`src/rtl/shr_pkg.sv`:
```
package shr_pkg;
  typedef enum logic [1:0] {
    PH_WAIT  = 2'd0,
    PH_ARMED = 2'd1,
    PH_RUN   = 2'd2
  } phase_t;

  typedef struct packed {
    logic emit;     // return the held value on the next cycle
    logic running;  // trigger has been seen
  } ctrlStrobes_t;
endpackage

```
`src/rtl/shr_ctrl.sv`:
```
module shr_ctrl
  import shr_pkg::*;
(
  input  logic         clk,
  input  logic         rstN,
  input  logic         sampleStb,
  input  logic         commitStb,
  input  logic         startTrig,
  output ctrlStrobes_t strobes
);
  phase_t phase, phaseNext;

  always_comb begin
    phaseNext       = phase;
    strobes.emit    = 1'b0;
    strobes.running = (phase == PH_RUN);
    unique case (phase)
      PH_WAIT: if (commitStb) begin
        strobes.emit = 1'b1;
        phaseNext    = PH_ARMED;
      end
      PH_ARMED: if (startTrig) phaseNext = PH_RUN;
      PH_RUN:   strobes.emit = sampleStb;
      default:  phaseNext = PH_WAIT;
    endcase
  end

  always_ff @(posedge clk or negedge rstN) begin
    if (!rstN) phase <= PH_WAIT;
    else       phase <= phaseNext;
  end

  assert_commit_emits_R2: assert property (@(posedge clk) disable iff (!rstN)
    (phase == PH_WAIT && commitStb) |=> (phase == PH_ARMED));
  assert_armed_quiet_R3: assert property (@(posedge clk) disable iff (!rstN)
    (phase == PH_ARMED) |-> !strobes.emit);
  assert_trigger_idle_R8: assert property (@(posedge clk) disable iff (!rstN)
    (phase == PH_WAIT && !commitStb) |=> (phase == PH_WAIT));
  assert_run_sticky_R4: assert property (@(posedge clk) disable iff (!rstN)
    (phase == PH_RUN) |=> (phase == PH_RUN));
endmodule

```
`src/rtl/shr_datapath.sv`:
```
module shr_datapath
  import shr_pkg::*;
#(
  parameter int DATA_W = 16
) (
  input  logic              clk,
  input  logic              rstN,
  input  ctrlStrobes_t      strobes,
  input  logic              convDone,
  input  logic [DATA_W-1:0] convData,
  output logic              outValid,
  output logic [DATA_W-1:0] outData,
  output logic              outRepeat
);
  logic [DATA_W-1:0] heldData;
  logic              unsent;   // held value not yet returned
  logic [DATA_W-1:0] pickData;

  assign pickData = convDone ? convData : heldData;

  always_ff @(posedge clk or negedge rstN) begin
    if (!rstN) begin
      heldData  <= '0;
      unsent    <= 1'b1;
      outValid  <= 1'b0;
      outData   <= '0;
      outRepeat <= 1'b0;
    end else begin
      if (convDone) heldData <= convData;
      if (strobes.emit)  unsent <= 1'b0;
      else if (convDone) unsent <= 1'b1;
      outValid  <= strobes.emit;
      outRepeat <= strobes.emit && !(unsent || convDone);
      if (strobes.emit) outData <= pickData;
    end
  end

  assert_valid_follows_R9: assert property (@(posedge clk) disable iff (!rstN)
    strobes.emit |=> outValid);
  assert_valid_single_R9: assert property (@(posedge clk) disable iff (!rstN)
    !strobes.emit |=> !outValid);
  assert_repeat_qualified_R7: assert property (@(posedge clk) disable iff (!rstN)
    !outValid |-> !outRepeat);
  assert_fresh_data_R6: assert property (@(posedge clk) disable iff (!rstN)
    (strobes.emit && convDone) |=> (outData == $past(convData) && !outRepeat));
  assert_hold_value_R5: assert property (@(posedge clk) disable iff (!rstN)
    (strobes.emit && !convDone && !unsent) |=> ($stable(outData) && outRepeat));
endmodule

```
`src/rtl/sample_hold_repeater.sv`:
```
module sample_hold_repeater
  import shr_pkg::*;
#(
  parameter int DATA_W = 16
) (
  input  logic              clk,
  input  logic              rstN,
  input  logic              sampleStb,
  input  logic              convDone,
  input  logic [DATA_W-1:0] convData,
  input  logic              commitStb,
  input  logic              startTrig,
  output logic              outValid,
  output logic [DATA_W-1:0] outData,
  output logic              outRepeat
);
  ctrlStrobes_t strobes;

  shr_ctrl u_ctrl (
    .clk       (clk),
    .rstN      (rstN),
    .sampleStb (sampleStb),
    .commitStb (commitStb),
    .startTrig (startTrig),
    .strobes   (strobes)
  );

  shr_datapath #(.DATA_W(DATA_W)) u_dp (
    .clk       (clk),
    .rstN      (rstN),
    .strobes   (strobes),
    .convDone  (convDone),
    .convData  (convData),
    .outValid  (outValid),
    .outData   (outData),
    .outRepeat (outRepeat)
  );
endmodule

```
`config.mk`:
```
export PLATFORM = sky130hd
export DESIGN_NAME = sample_hold_repeater
export DESIGN_NICKNAME = d
export VERILOG_FILES = /design/src/rtl/shr_pkg.sv /design/src/rtl/shr_ctrl.sv /design/src/rtl/shr_datapath.sv /design/src/rtl/sample_hold_repeater.sv
export SDC_FILE = /design/constraint.sdc
export NUM_CORES = 1
export LEC_CHECK = 0
export BUFFER_PORTS_ARGS = -buffer_cell sky130_fd_sc_hd__buf_2
export CAP_MARGIN = 20
export CORE_ASPECT_RATIO = 0.7
export CORE_UTILIZATION = 46
export DETAILED_ROUTE_END_ITERATION = 6
export PLACE_DENSITY_LB_ADDON = 0.15
export SETUP_SLACK_MARGIN = 0.1
export SYNTH_ARGS = -nofsm -noshare
export SYNTH_HDL_FRONTEND = slang
export SYNTH_SLANG_ARGS = --single-unit
```
`constraint.sdc`:
```
create_clock -name clk -period 1.85 [get_ports clk]
set_input_delay 0 -clock clk [delete_from_list [all_inputs] [get_ports clk]]
set_output_delay 0 -clock clk [all_outputs]
set_load 0.02 [all_outputs]
```
## Word level (Yosys, flattened, before mapping)

Cells that the tools add are included.
Widths: inputs -> output; s select.

| cells by class | value |
|---|---|
| muxes and demuxes | 8 |
| eq/ne operators | 4 |
| reduce and logical (&&, ||, !) cells | 6 |
| bitwise operators | 1 |

Operators by type and width:

| cell | count |
|---|---|
| $mux 16 | 1 |
| $pmux 2 s3 | 1 |
| $mux 2 | 2 |
| $ne 2x2->1 const B | 2 |
| $mux 1 | 3 |
| $reduce_and 3->1 | 1 |
| $eq 2x1->1 const B | 1 |
| $eq 2x2->1 const B | 1 |
| $logic_not 2->1 | 1 |
| $pmux 1 s2 | 1 |
| $reduce_bool 2->1 | 1 |
| $logic_and 1x1->1 | 1 |
| $logic_not 1->1 | 1 |
| $logic_or 1x1->1 | 1 |
| $not 1->1 | 1 |

| storage, ports and cells | value |
|---|---|
| word-level logic and storage cells | 25 |
| flip-flop bits (word level) | 37 |
| output and inout bits | 18 |
| input port bits | 22 |

## Depth between registers and ports, before layout

Gate-level depths: netlist (run 1).

| logic depth | value |
|---|---|
| depth after elaboration | 3 |
| depth in mapped cells | 4 |
| mapped depth without buffers | 3 |

## Modules after synthesis

A second synthesis (run 1) with hierarchy kept.

| unflattened totals | value |
|---|---|
| cell total of the unflattened synthesis | 83 |
| area, all modules | 1457.6 um^2 |

By module, submodules not included:

| module | sequential area each (um^2) | times used | area each (um^2) | cells an instance |
|---|---|---|---|---|
| shr_datapath | 877.1 | 1 | 1362.6 | 74 |
| shr_ctrl | 50.0 | 1 | 95.1 | 9 |

## Worst setup path before layout (run 1)

No wires, ideal clock.

| timing path | value |
|---|---|
| kind | reg-to-reg |
| start point | reg u_ctrl.phase[1] |
| end point | reg u_dp.outData[2] |
| data required time | 1.725 ns |
| period minus slack after synthesis | 1.361 ns |
| stages on the path, launching flop included | 5 |
| path buffers | 1 |
| data arrival time | 1.236 ns |
| setup slack | 0.489 ns |
| library setup time | 0.125 ns |
| cell sequence | dfrtp_1 -> mux2i_2 -> nor2_4 -> buf_8 -> mux2_4 |

RTL lines:

| item | line | RTL |
|---|---|---|
| start, declared | shr_ctrl.sv:11 | `phase_t phase, phaseNext;` |
| start signal, assigned | shr_ctrl.sv:30 | `else phase <= phaseNext;` |
| end signal, assigned | shr_datapath.sv:34 | `if (strobes.emit) outData <= pickData;` |
| end, declared | shr_datapath.sv:12 | `output logic [DATA_W-1:0] outData,` |

## Final worst setup path (run 1)

| timing path | value |
|---|---|
| start point | reg u_ctrl.phase[1] |
| end point | reg u_dp.outData[15] |

| between the ends | value |
|---|---|
| word-level cells in the longest chain between the ends | 2 |
| elaborated cells on any way between the ends | 3 |
| those cells by class | 1 x eq/ne; 1 x mux; 1 x reduce/logical |

RTL lines:

| item | line | RTL |
|---|---|---|
| $eq 2x2->1 or $logic_not 2->1 (tied branches) | shr_ctrl.sv:17 | `unique case (phase)` |
| $pmux 1 s2 * | shr_ctrl.sv:17 |  |

Every way passes the cells marked *; elsewhere a longest branch is shown, timed or not.
A chain may end at the register's enable or synchronous reset.

==> results.md, run 1 <==
- Hold Crit Depth: 3
- Synthesized area: 0.00142 mm2
- RSZ-0062 raised after global routing: no
- Global-route wire length before repair: 4030 um
- Layout cell share with drive strength beyond 1: 57.1%
- Crit Path Class: reg2reg
- Core Region: 0.00286 mm2
- Clk Latency, worst-skew pair: 0.29 ns
- Gp weighted congestion: 0.591
- Mean area per synthesized cell: 17.3 um2
- Via count: 863
- H-tree Lvls: 2
- Routed vias/inst: 4.72
- Global-route usage over all layers: 17.2%
- DIE AREA: 0.00332 mm2
- Dpl cell area: 0.00164 mm2
- FF-to-FF Start: u_ctrl.phase[1]$_DFFE_PN0P_
- Worst Tran Pin Value: 0.777 ns
- Hold wc startpoint: sampleStb
- Initial Util: 49.7%
- DR WL/cell: 13.6 um
- Fin. Hold Viols: 0
- Register-to-Register Setup Slack: 0.37 ns
- Max frequency: 677 MHz
- CTS tree: done
- Peak VDD IR: 0.824 mV
- Setup TNS Final: 0 ns
- Slowest cell on crit path: dfrtp_1
- FP Rows: 16
- Internal: 1.85 mW
- P_sw: 943 uW
- Final Power: 2.80 mW
- Initial antenna violation count: 0
- Worst EP arrival: 1.65 ns
- DRT antenna net count: 0
- Seq pwr share: 43.7%
- CP bufs+invs: 1
- Post-CTS setup buffers: 0
- Yosys Warn Count: 0
- Die Ht: 48.5 um
- Antenna Cells: 0
- Most common cell after layout, fill and taps aside: buf_2
- Slew HR: 48.2%
- Post-Syn Instances: 82
- Leakage: 0.906 nW
- WHS Endpoint: u_dp.outRepeat$_DFF_PN0_
- CTS sink count: 37
- Number of global-route vias before repair: 893
- Most frequent cells in the layout: 39 x buf_2, 36 x dfrtp_1, 23 x mux2_2
- Power share of the clock group: 19.3%
- Synth-to-Final Area Change: 34.7%
- Pin count of the biggest net entering global routing: 38
- Setup-failing EPs final: 0
- Clock-pin slew on the worst setup and hold paths: 0.07 ns
- CP Cell Sequence: mux2i_2, nor2_4, buf_4, mux2_2
- Grt total ovfl: 0
- TritonCTS Buffers: 5
- Number of max-slew violations in the final report: 0
- Design area: 0.00192 mm2
- CP max stage delay: 0.41 ns
- Worst setup EP type: flip-flop
- Period minus WS final: 1.48 ns
- Net Count, Synth: 104
- Die width: 68.5 um
- Sequential area share after synthesis: 65.2%
- I/O pin total: 40
- Placed cell count: 156
- Critical path required time: 2.02 ns
- Power density cells: 1460 mW/mm2
- Library cells used by synthesis: 14
- Finished Layout Cells: 183
- Max cap viols: 0
- Worst setup SP type: flip-flop
- Worst Skew: 0.0108 ns
- Comb pwr share: 37.0%
- Layout Utilization: 67.0%
- Clk root buf: clkbuf_8
- Post-DP HPWL: 1620 um
- Switching portion of total power: 33.7%
- DRT Pass-1 Iters: 4
- Max FO, Critical Path: 9
- Reg2Reg Depth: 4
- Routed wire length: 2480 um
- Status: finished clean
- Crit-path leading delay family: multiplexers
- DR iter-0 viols: 16
- Buffers on Ports: 39
- Worst hold path class: in2reg
- Tcrit/Tclk final: 79.8%
- Worst r2r dst: u_dp.outData[15]$_DFFE_PN0P_
- DRC: 0
- CTS max path bufs: 2
- Yosys reg bits: 37
- Layout Nets: 168
## registers in the layout, summed over array words and instances, names as in the netlist
register	count
u_dp.outValid	1
u_ctrl.phase	2
u_dp.outData	16
u_dp.heldData	16
u_dp.unsent	1
u_dp.outRepeat	1
## final cells by class
class                           count  area, um2
Multi-Input combinational cell     41        454
Clock inverter                      3       17.5
Tap cell                           36       45.0
Sequential cell                    37        927
Inverter                            1       3.75
Fill cell                         208        946
Timing Repair Buffer               60        400
Clock buffer                        5       68.8
## power groups by stage
stage	sequential (mW)	clock (mW)	combinational, mW
after floorplan	1.46	0	0.463
after global placement	1.22	0	0.977
after detailed placement	1.24	0	0.995
after CTS	1.22	0.565	1.04
after global routing	1.26	0.597	1.10
final	1.22	0.540	1.04
## metrics by stage
step	hold WS [ns]	worst slack, ns
global placement	0.115	0.405
detailed placement	0.130	0.367
CTS	0.109	0.365
finish	0.124	0.374
floorplan	-0.296	0.489
global route	0.125	0.313
## cells in the mapped netlist (all sizes together)
cell	number	area share (%)
nor2	4	1.6
nor4	1	0.44
mux2	32	28
dfstp	1	1.8
buf	3	2.6
nand3	1	0.35
inv	1	0.26
o21ai	1	0.35
dfrtp	36	63
mux2i	1	0.97
a211oi	1	0.53
## per-layer routing
layer / vias to the layer above / wire length, um / GRT usage [%]
li1: 415 / - / -
met1: 420 / 1150 / 21.8
met2: 24 / 1160 / 26.3
met3: 4 / 135 / 6.60
met4: 0 / 27 / 6.25
met5: - / 0 / 0
## tightest hold or removal path, delay by kind of cell
family | cells | cell delay, ns
multiplexers | 1 | 0.08
buffers and inverters | 1 | 0.09
AND/OR/NAND/NOR | 1 | 0.16
## how the worst max path moves through the flow
stage / startpoint / end / slack (ns) / depth (start not counted)
3_5_place_dp: u_ctrl.phase[1]$_DFFE_PN0P_ / u_dp.outData[15]$_DFFE_PN0P_ / 0.37 / 4
5_1_grt: u_ctrl.phase[1]$_DFFE_PN0P_ / u_dp.outData[15]$_DFFE_PN0P_ / 0.31 / 4
3_3_place_gp: u_ctrl.phase[1]$_DFFE_PN0P_ / u_dp.outData[10]$_DFFE_PN0P_ / 0.40 / 4
2_1_floorplan: u_ctrl.phase[1]$_DFFE_PN0P_ / u_dp.outData[2]$_DFFE_PN0P_ / 0.49 / 4
6_report: u_ctrl.phase[1]$_DFFE_PN0P_ / u_dp.outData[15]$_DFFE_PN0P_ / 0.37 / 4
4_1_cts: u_ctrl.phase[1]$_DFFE_PN0P_ / u_dp.outData[15]$_DFFE_PN0P_ / 0.37 / 4
## cell families after synthesis
group                  count (synthesis)  synth area share (%)
AND/OR/NAND/NOR                        6                  2.37
AO/OA/AOI/OAI                          2                 0.879
multiplexers                          33                  28.7
buffers and inverters                  4                  2.90
flip-flops                            37                  65.2
## what timing repair did
| item | in CTS | in global routing |
|---|---|---|
| hold buffers | 19 | 0 |
| resized for setup | 0 | 0 |
| hold endpoints to repair | 54 | 0 |
Power figures use the tool's default switching activity.
==> run 2: changes to the inputs <==
Settings changed: CORE_UTILIZATION 46 to 45.
Clock period 1.85 ns to 1.3 ns, I/O delays scaled along.
==> run 2 against run 1 <==
  * The run now ends with setup timing left
  * Sequential cell count unchanged
  * Fmax increased by 11%
  * Clock power is 83% higher
  * First-iteration DRC count increased by 81%
  * Clock-buffer cell count grew 2
  * Via count is 4.5% higher
  * Non-clock buffer count grew 4
  * Critical path depth is the same
  * Register-to-register slack worse by 0.40 ns
  * Highest routed layer unchanged
==> results.md, run 2 (synthesis results as in run 1) <==
- Post-DP HPWL: 1820 um
- Via count: 902
- DR WL/cell: 14.7 um
- CP bufs+invs: 1
- Gp weighted congestion: 0.686
- Clock-pin slew on the worst setup and hold paths: 0.06 ns
- CTS sink count: 37
- Wl on met1: 1270 um
- Buffers on Ports: 39
- Uppermost routed layer: met4
- Crit Path Class: reg2reg
- H-tree Lvls: 2
- RSZ-0062 raised after global routing: yes
- Peak VDD IR: 1.07 mV
- Slowest cell on crit path: dfrtp_1
- Switching portion of total power: 30.9%
- Worst setup SP type: flip-flop
- TritonCTS Buffers: 5
- Core Region: 0.00290 mm2
- Worst r2r dst: u_dp.outData[10]$_DFFE_PN0P_
- FP Rows: 16
- Slew HR: 70.6%
- Number of max-slew violations in the final report: 0
- DRC: 0
- Number of global-route vias before repair: 991
- Worst Skew: 0.00374 ns
- DIE AREA: 0.00339 mm2
- Max cap viols: 0
- Design area: 0.00204 mm2
- Setup-failing EPs final: 13
- CP Cell Sequence: mux2i_2, nor2_4, buf_6, mux2_4
- DRT antenna net count: 0
- Layout cell share with drive strength beyond 1: 57.6%
- Initial antenna violation count: 0
- Most frequent cells in the layout: 39 x buf_2, 36 x dfrtp_1, 19 x dlygate4sd3_1
- Hold wc startpoint: sampleStb
- DR iter-0 viols: 29
- DR WL met3: 152 um
- Met2 Wirelength: 1300 um
- Die Ht: 49.0 um
- Synth-to-Final Area Change: 43.4%
- Hold Crit Depth: 3
- Crit-path leading delay family: multiplexers
- Antenna Cells: 0
- Clk root buf: clkbuf_8
- Global-route usage over all layers: 18.9%
- CP max stage delay: 0.40 ns
- Max frequency: 752 MHz
- Routed wire length: 2760 um
- Global-route wire length before repair: 4750 um
- Routed vias/inst: 4.82
- Dpl cell area: 0.00170 mm2
- FF-to-FF Start: u_ctrl.phase[1]$_DFFE_PN0P_
- Fin. Hold Viols: 0
- Power share of the clock group: 22.3%
- Initial Util: 49.0%
- Worst EP arrival: 1.49 ns
- Post-CTS setup buffers: 0
- Period minus WS final: 1.33 ns
- Comb pwr share: 38.7%
- Final worst slack: -0.0301 ns
- Worst Hold Margin: 0.118 ns
- Tcrit/Tclk final: 102%
- Grt total ovfl: 0
- Critical path required time: 1.46 ns
- Internal: 3.07 mW
- Die width: 69.2 um
- Clk Latency, worst-skew pair: 0.28 ns
- Layout Nets: 172
- Pin count of the biggest net entering global routing: 24
- I/O pin total: 40
- Layout Utilization: 70.3%
- Seq pwr share: 39.1%
- Largest registers: u_dp.heldData x16, u_dp.outData x16, u_ctrl.phase x2
- Worst hold path class: in2reg
- CTS max path bufs: 2
- Worst setup EP type: flip-flop
- Status: finished with violations
- Reg2Reg Depth: 4
- DRT Pass-1 Iters: 4
- WHS Endpoint: u_dp.outRepeat$_DFF_PN0_
- P_sw: 1.37 mW
- Max FO, Critical Path: 6
- Leakage: 0.981 nW
- Violated checks: setup timing
- Power density cells: 2180 mW/mm2
- Worst Tran Pin Value: 0.441 ns
- Most common cell after layout, fill and taps aside: buf_2
- Register-to-Register Setup Slack: -0.03 ns
- CTS tree: done
-- run 2: cell types whose count changed in the layout (fill, tap and decap cells not counted), sizes merged --
cell / delta
clkinv: -2
clkinvlp: -1
bufinv: +1
clkbuf: +2
buf: +4
-- run 2: cell type report --
cell class / instances / area (um2)
clock buffer: 7 / 86.3
clock inverter: 1 / 30.0
tap: 36 / 45.0
inverter: 1 / 3.75
timing repair buffer: 64 / 463
fill: 198 / 863
sequential: 37 / 927
multi-input combinational: 41 / 484
-- run 2: worst max path at each step --
stage / startpoint / to / slack, ns / depth (start not counted)
floorplan: u_ctrl.phase[1]$_DFFE_PN0P_ / u_dp.outData[2]$_DFFE_PN0P_ / -0.06 / 4
global placement: u_ctrl.phase[1]$_DFFE_PN0P_ / u_dp.outData[14]$_DFFE_PN0P_ / 0.0003 / 4
detailed placement: u_ctrl.phase[1]$_DFFE_PN0P_ / u_dp.outData[10]$_DFFE_PN0P_ / -0.05 / 4
global route: u_ctrl.phase[1]$_DFFE_PN0P_ / u_dp.outData[10]$_DFFE_PN0P_ / -0.08 / 4
finish: u_ctrl.phase[1]$_DFFE_PN0P_ / u_dp.outData[10]$_DFFE_PN0P_ / -0.03 / 4
CTS: u_ctrl.phase[1]$_DFFE_PN0P_ / u_dp.outData[15]$_DFFE_PN0P_ / -0.04 / 4
-- run 2: tightest hold or removal path, delay by kind of cell --
| family | cells | cell delay [ns] |
|---|---|---|
| multiplexers | 1 | 0.08 |
| buffers and inverters | 1 | 0.10 |
| AND/OR/NAND/NOR | 1 | 0.15 |
-- run 2: metal layers --
metal / global-route usage, % / vias up
li1: - / 419
met2: 30.3 / 27
met1: 22.6 / 450
met5: 0 / -
met3: 8.68 / 6
met4: 6.80 / 0
-- run 2: through the flow --
step,total power [mW],TNS [ns],std cells,worst slack (ns)
after floorplan,2.73,-0.492,82,-0.0614
after global placement,3.24,0,160,0.000313
after detailed placement,3.30,-0.298,160,-0.0535
after CTS,4.45,-0.294,187,-0.0398
after global routing,4.69,-0.874,187,-0.0782
final,4.44,-0.255,187,-0.0301
-- run 2: what timing repair did --
action | in CTS | in global routing
hold buffers | 19 | 0
endpoints found under the setup margin | 16 | 16
endpoints found under the hold margin | 55 | 0
cloned | 0 | 0
resized for setup | 7 | 3
-- run 2: power by group through the flow --
stage	sequential, mW	combinational [mW]	clock [mW]
floorplan	2.08	0.658	0
finish	1.73	1.72	0.988
CTS	1.73	1.70	1.02
detailed placement	1.74	1.56	0
global route	1.78	1.83	1.08
global placement	1.73	1.51	0
